### config.mk
export PLATFORM = sky130hd
export DESIGN_NAME = ivg_vector_gen
export DESIGN_NICKNAME = d
export VERILOG_FILES = /design/src/rtl/ivg_pkg.sv /design/src/rtl/ivg_cfg_regs.sv /design/src/rtl/ivg_select.sv /design/src/rtl/ivg_vector_gen.sv
export SDC_FILE = /design/constraint.sdc
export NUM_CORES = 1
export LEC_CHECK = 0
export BUFFER_PORTS_ARGS = -buffer_cell sky130_fd_sc_hd__buf_2
export CAP_MARGIN = 20
export CORE_UTILIZATION = 60
export DETAILED_ROUTE_END_ITERATION = 6
export HOLD_SLACK_MARGIN = 0.05
export PLACE_DENSITY = 0.84
export SLEW_MARGIN = 15
export SYNTH_ARGS = -nofsm -noshare
export SYNTH_HDL_FRONTEND = slang
export SYNTH_SLANG_ARGS = --single-unit
### constraint.sdc
create_clock -name clk -period 39.9 [get_ports clk]
set_clock_uncertainty 0.05 [all_clocks]
set_input_delay 1.995 -clock clk [delete_from_list [all_inputs] [get_ports clk]]
set_output_delay 1.995 -clock clk [all_outputs]
set_load 0.005 [all_outputs]
### src/rtl/ivg_pkg.sv
package ivg_pkg;
  typedef enum logic {ST_IDLE, ST_WAIT} ivg_state_e;

  localparam int VEC_W   = 6;
  localparam int SLOT_W  = 6;
  localparam int EXC_N   = 4;
  localparam int CFG_AW  = 6;

  localparam int REG_BASE = 0;
  localparam int REG_MASK = 1;
  localparam int REG_MODE = 2;
  localparam int REG_LVL0 = 32;

  localparam logic [VEC_W-1:0] V_DFLT_NMI = 6'h06;
  localparam logic [VEC_W-1:0] V_DFLT_IRQ = 6'h07;
  localparam int               V_IRQ0     = 32;

  function automatic logic [VEC_W-1:0] exc_vector(input int idx);
    case (idx)
      0:       exc_vector = 6'h00;
      1:       exc_vector = 6'h02;
      2:       exc_vector = 6'h03;
      default: exc_vector = 6'h04;
    endcase
  endfunction
endpackage

### src/rtl/ivg_cfg_regs.sv
module ivg_cfg_regs
  import ivg_pkg::*;
#(
  parameter int N_IRQ  = 24,
  parameter int LVL_W  = 3,
  parameter int ADDR_W = 32,
  localparam int BASE_W = ADDR_W - VEC_W - SLOT_W
)(
  input  logic                        clk,
  input  logic                        rst,
  input  logic                        we,
  input  logic [CFG_AW-1:0]           addr,
  input  logic [ADDR_W-1:0]           wdata,
  input  logic                        take_set,
  input  logic [LVL_W-1:0]            take_mask,
  output logic [BASE_W-1:0]           base_q,
  output logic [LVL_W-1:0]            mask_q,
  output logic                        mode_q,
  output logic [N_IRQ-1:0][LVL_W-1:0] lvl_q
);
  always_ff @(posedge clk) begin
    if (rst) begin
      base_q <= '0;
      mask_q <= '1;
      mode_q <= 1'b0;
    end else begin
      if (we && addr == CFG_AW'(REG_BASE)) base_q <= wdata[ADDR_W-1 -: BASE_W];
      if (we && addr == CFG_AW'(REG_MODE)) mode_q <= wdata[0];
      if (take_set)
        mask_q <= take_mask;
      else if (we && addr == CFG_AW'(REG_MASK))
        mask_q <= wdata[LVL_W-1:0];
    end
  end

  for (genvar gi = 0; gi < N_IRQ; gi++) begin : g_lvl
    always_ff @(posedge clk) begin
      if (rst)
        lvl_q[gi] <= '0;
      else if (we && addr == CFG_AW'(REG_LVL0 + gi))
        lvl_q[gi] <= wdata[LVL_W-1:0];
    end
  end
endmodule

### src/rtl/ivg_select.sv
module ivg_select
  import ivg_pkg::*;
#(
  parameter int N_IRQ = 24,
  parameter int N_NMI = 8,
  parameter int LVL_W = 3,
  localparam int IRQ_IW = $clog2(N_IRQ),
  localparam int NMI_IW = $clog2(N_NMI),
  localparam int V_NMI0 = V_IRQ0 + N_IRQ
)(
  input  logic                        clk,
  input  logic                        rst,
  input  logic [N_IRQ-1:0]            irq,
  input  logic [N_NMI-1:0]            nmi,
  input  logic [EXC_N-1:0]            exc,
  input  logic [N_IRQ-1:0][LVL_W-1:0] lvl,
  input  logic [LVL_W-1:0]            mask,
  input  logic                        vec_off,
  output logic                        hit,
  output logic [VEC_W-1:0]            vec,
  output logic                        set_mask,
  output logic [LVL_W-1:0]            new_mask
);
  logic [N_IRQ-1:0]  acc;
  logic              irq_hit, nmi_hit, exc_hit;
  logic [IRQ_IW-1:0] irq_idx;
  logic [LVL_W-1:0]  irq_lvl;
  logic [NMI_IW-1:0] nmi_idx;
  logic [VEC_W-1:0]  exc_v;

  for (genvar gi = 0; gi < N_IRQ; gi++) begin : g_acc
    assign acc[gi] = irq[gi] && (lvl[gi] != '0) && (lvl[gi] > mask);
  end

  always_comb begin
    irq_hit = 1'b0;
    irq_idx = '0;
    irq_lvl = '0;
    for (int i = 0; i < N_IRQ; i++) begin
      if (acc[i] && (!irq_hit || lvl[i] > irq_lvl)) begin
        irq_hit = 1'b1;
        irq_idx = IRQ_IW'(i);
        irq_lvl = lvl[i];
      end
    end
  end

  always_comb begin
    nmi_hit = 1'b0;
    nmi_idx = '0;
    for (int i = 0; i < N_NMI; i++) begin
      if (nmi[i] && !nmi_hit) begin
        nmi_hit = 1'b1;
        nmi_idx = NMI_IW'(i);
      end
    end
  end

  always_comb begin
    exc_hit = 1'b0;
    exc_v   = '0;
    for (int i = 0; i < EXC_N; i++) begin
      if (exc[i] && !exc_hit) begin
        exc_hit = 1'b1;
        exc_v   = exc_vector(i);
      end
    end
  end

  always_comb begin
    hit      = exc_hit || nmi_hit || irq_hit;
    vec      = '0;
    set_mask = 1'b0;
    new_mask = mask;
    if (exc_hit) begin
      vec = exc_v;
    end else if (nmi_hit) begin
      vec      = vec_off ? V_DFLT_NMI : VEC_W'(V_NMI0 + int'(nmi_idx));
      set_mask = 1'b1;
      new_mask = '1;
    end else if (irq_hit) begin
      vec      = vec_off ? V_DFLT_IRQ : VEC_W'(V_IRQ0 + int'(irq_idx));
      set_mask = 1'b1;
      new_mask = irq_lvl;
    end
  end


  irq_above_mask_chk: assert property (@(posedge clk) disable iff (rst)
    (hit && !exc_hit && !nmi_hit) |-> (new_mask > mask));


  nmi_mask_full_chk: assert property (@(posedge clk) disable iff (rst)
    (|nmi && !(|exc)) |-> (set_mask && new_mask == '1));
endmodule

### src/rtl/ivg_vector_gen.sv
module ivg_vector_gen
  import ivg_pkg::*;
#(
  parameter int N_IRQ  = 24,
  parameter int N_NMI  = 8,
  parameter int LVL_W  = 3,
  parameter int ADDR_W = 32,
  localparam int BASE_W = ADDR_W - VEC_W - SLOT_W
)(
  input  logic              clk,
  input  logic              rst,
  input  logic [N_IRQ-1:0]  irq_req,
  input  logic [N_NMI-1:0]  nmi_req,
  input  logic [EXC_N-1:0]  exc_req,
  input  logic              cfg_we,
  input  logic [CFG_AW-1:0] cfg_addr,
  input  logic [ADDR_W-1:0] cfg_wdata,
  input  logic              vec_ack,
  output logic              vec_valid,
  output logic [VEC_W-1:0]  vec_num,
  output logic [ADDR_W-1:0] vec_addr,
  output logic [LVL_W-1:0]  cur_mask
);
  logic [BASE_W-1:0]           base_q;
  logic [LVL_W-1:0]            mask_q;
  logic                        mode_q;
  logic [N_IRQ-1:0][LVL_W-1:0] lvl_q;
  logic                        sel_hit, sel_set;
  logic [VEC_W-1:0]            sel_vec;
  logic [LVL_W-1:0]            sel_mask;
  logic                        take;
  ivg_state_e                  state_q;

  assign take = (state_q == ST_IDLE) && sel_hit;

  ivg_cfg_regs #(.N_IRQ(N_IRQ), .LVL_W(LVL_W), .ADDR_W(ADDR_W)) i_regs (
    .clk(clk), .rst(rst), .we(cfg_we), .addr(cfg_addr), .wdata(cfg_wdata),
    .take_set(take && sel_set), .take_mask(sel_mask),
    .base_q(base_q), .mask_q(mask_q), .mode_q(mode_q), .lvl_q(lvl_q)
  );

  ivg_select #(.N_IRQ(N_IRQ), .N_NMI(N_NMI), .LVL_W(LVL_W)) i_sel (
    .clk(clk), .rst(rst), .irq(irq_req), .nmi(nmi_req), .exc(exc_req),
    .lvl(lvl_q), .mask(mask_q), .vec_off(mode_q),
    .hit(sel_hit), .vec(sel_vec), .set_mask(sel_set), .new_mask(sel_mask)
  );

  always_ff @(posedge clk) begin
    if (rst) begin
      state_q   <= ST_IDLE;
      vec_valid <= 1'b0;
      vec_num   <= '0;
      vec_addr  <= '0;
    end else begin
      vec_valid <= take;
      if (take) begin
        state_q  <= ST_WAIT;
        vec_num  <= sel_vec;
        vec_addr <= {base_q, sel_vec, {SLOT_W{1'b0}}};
      end else if (state_q == ST_WAIT && vec_ack) begin
        state_q <= ST_IDLE;
      end
    end
  end

  assign cur_mask = mask_q;


  single_pulse_chk: assert property (@(posedge clk) disable iff (rst)
    vec_valid |=> !vec_valid);


  hold_until_ack_chk: assert property (@(posedge clk) disable iff (rst)
    (state_q == ST_WAIT && !vec_ack) |=> !vec_valid);


  mask_raise_chk: assert property (@(posedge clk) disable iff (rst)
    (take && sel_set) |=> (mask_q == $past(sel_mask)));


  vec_off_chk: assert property (@(posedge clk) disable iff (rst)
    (vec_valid && mode_q) |-> (vec_num <= 6'h07 && vec_num != 6'h01 && vec_num != 6'h05));


  slot_align_chk: assert property (@(posedge clk) disable iff (rst)
    vec_valid |-> (vec_addr[SLOT_W-1:0] == '0));
endmodule

==> qor.yml <==
clock_tree:
  clk_path_buf_depth: 2
  worstSkewPairLatency_ns: 0.43
  cts_tree: "yes"
  clock_sinks: 124
  cts.clk_slew.worst_paths_ns: 0.06
  cts_root_buf: "clkbuf_16"
  cts_hold_buffers: 0
  cts_buffers: 17
  htreeDepth: 4
setup_path:
  path_class: "in -> reg"
  crit_required_ns: 40.20
  crit_family: "compound AO/OA/AOI/OAI gates"
  r2r-start: "i_regs.mask_q[1]"
  endpoint: "vec_num[3]"
  cp_num_buf_inv: 9
  crit_top_cell: "a21oi_1"
  r2r_end: "vec_num[3]"
  path_depth: 193
  rrSetupSlack_ns: 2.70
  cp-start-kind: "input pin"
  path_max_fanout: 12
  worstPathArrival_ns: 38.07
  worstRegToRegCells: 195
  cp_slowest_cell: "o31a_1"
  endpoint_kind: "register"
  startpoint: "irq_req[0]"
  slowest_delay_ns: 0.45
sta:
  setup_viol: 0
  fmax_mhz: 26.48
  fin_crit_sh_pct: 94.65
  fin_crit_ns: 37.76
  whs_ns: 0.4005
  slew_viol_final: 0
  tightest_slew_ns: 0.9907
  hold_viol_final: 0
  layout_setup_ws_ns: 2.136
  max_slew_margin_pct: 33.96
finish:
  final_nets: 1640
  drive_gt1_share_pct: 13.95
  fillers: 1377
  final_cell_area_um2: 11450
  diodes: 0
  area_growth_pct: 13.27
logic_synthesis:
  synthArstFlopShare_pct: 0
  ys_warn_count: 0
  syn-cell-area_um2: 10110
  synth_top_area_cell: "dfxtp_1"
  yosysTopAreaCellShare_pct: 24.56
  ys_types: 84
  synth_edf_count: 0
  synth_ff_type: "dfxtp_1"
  seq_area_frac_synth_pct: 24.56
  netlist_top_cells_area: "dfxtp_1 25%, ha_1 16%, a21oi_1 8.1%"
  syn_avg_cell_area_um2: 7.482
  syn_inst: 1351
  synth-seq-cells: 124
power_and_ir_drop:
  irDropWorstVdd_v: 0.00003705
  p_leak_nw: 5.097
  total_power_mw: 0.2918
  p_per_area_nw_per_um2: 25.48
placement:
  post-place-ws_ns: 0.4919
  io_buffers: 104
  gp_congestion: 0.9412
  placedInstanceArea_um2: 10710
  hpwlAfterDp_mm: 20.78
grt:
  track_usage_pct: 33.24
  grt_pass1_wl_mm: 47.33
  grt_max_degree: 81
  grt_pass1_vias: 9862
  antenna_found_initial: 1
  grt_overflow: 0
routing:
  dr.pass1.iters: 6
  avgRoutedWirePerCell_um: 17.58
  route.detailed.drc: 0
  drt-initial-drc-count: 1008
  viasPerCell: 6.276
  drtAntennaViolNets: 0
  vias: 10468
  wl_mm: 29.33
floorplan:
  io_pins: 120
  dieWidth_um: 131.8
  die_h_um: 131.8
  dieArea_um2: 17370
  coreArea_um2: 16520
  fp-row-count: 47
  start_util_pct: 61.17
outcome:
  status: "finished, final reports clean"
job:
  cap_violations: 0
worst_hold_path:
  hp-class: "reg -> reg"
-- registers in the layout, indices dropped and copies added (netlist names) --
name / flops
vec_addr: 21
i_regs.base_q: 20
i_regs.lvl_q: 72
i_regs.mask_q: 3
vec_num: 5
vec_valid: 1
i_regs.mode_q: 1
state_q: 1
-- kinds of logic after synthesis --
kind of cell	synth area share [%]
mux	3.986
simple gates	20.82
flops	24.56
other cells	0.03710
fa+ha+maj	15.93
buf+inv	5.991
compound gates	28.68
-- synth_stat cells, types with 18 or more instances --
cell and count:
nand2_1 208, a21oi_1 163, ha_1 127, dfxtp_1 124
nor2_1 108, inv_1 85, o21ai_0 62, nand3_1 57
clkbuf_1 48, mux2i_1 29, a21o_1 26, o21a_1 26
nor2b_1 24, o31ai_1 21, a31oi_1 18, nor3_1 18
-- worst reg2reg max path, delay by kind of cell (launching register included) --
family                   cells  cell delay [ns]
AO/OA/AOI/OAI               97            18.27
adder cells (fa/ha/maj)     26             7.34
buffers and inverters       10             1.07
flip-flops                   1             0.33
multiplexers                 7             2.41
AND/OR/NAND/NOR             55             7.60
-- report_power, final --
| part | switching (mW) | internal, mW | total (mW) |
|---|---|---|---|
| Sequential | 0.000903 | 0.125 | 0.126 |
| Clock | 0.0631 | 0.0858 | 0.149 |
| Combinational | 0.0117 | 0.00563 | 0.0173 |
| Total | 0.0757 | 0.216 | 0.292 |
-- per-stage QoR --
step / instances / TNS (ns) / utilization [%]
after floorplan: 1356 / 0 / -
after global placement: 1627 / 0 / 64.79
after detailed placement: 1627 / 0 / 64.79
after CTS: 1659 / 0 / 68.23
after global routing: 1668 / -0.9011 / 69.29
final: 1668 / 0 / 69.29
-- cell usage in the layout, fill, tap and decap left out, types with 17 or more instances in the layout --
master / instances
nor3_1: 17
o21a_1: 24
inv_1: 85
ha_1: 127
buf_2: 103
o31ai_1: 19
a21o_1: 26
buf_4: 19
o21ai_0: 61
nand3_1: 57
nand2_1: 207
nor2b_1: 24
clkbuf_16: 17
dfxtp_1: 124
a21oi_1: 163
a31oi_1: 17
mux2i_1: 27
nor2_1: 107
-- worst min-delay path by stage --
stage / from / endpoint / slack, ns / cells after the start
final: i_regs.base_q[13] / vec_addr[25] / 0.40 / 2
after global routing: i_regs.base_q[7] / vec_addr[19] / 0.42 / 2
after CTS: i_regs.base_q[13] / vec_addr[25] / 0.40 / 2
after detailed placement: i_regs.base_q[13] / vec_addr[25] / 0.39 / 2
after global placement: i_regs.base_q[1] / vec_addr[13] / 0.39 / 2
after floorplan: i_regs.base_q[0] / vec_addr[12] / 0.38 / 2
-- per-layer routing --
metal | vias to the layer above | share of wire (%) | track usage, %
li1 | 5060 | - | -
met1 | 4844 | 42 | 40.65
met2 | 477 | 47 | 57.35
met3 | 85 | 7.5 | 6.536
met4 | 2 | 3.2 | 12.98
met5 | - | 0.044 | 0
-- cell type report --
| cell class | instances | area (µm²) | area share (%) |
|---|---|---|---|
| multi-input combinational | 1085 | 7147 | 62.42 |
| sequential | 124 | 2482 | 21.68 |
| timing repair buffer | 122 | 658.1 | 5.748 |
| clock buffer | 20 | 466.7 | 4.076 |
| inverter | 85 | 319.1 | 2.787 |
| tap | 220 | 275.3 | 2.404 |
| clock inverter | 12 | 101.3 | 0.8851 |
-- timing repair --
action | 4_1_cts | 5_1_grt
resized for setup | 0 | 24
endpoints found under the setup margin | 0 | 8
setup buffers | 0 | 9
No activity file was read; power rests on OpenSTA's default activity.
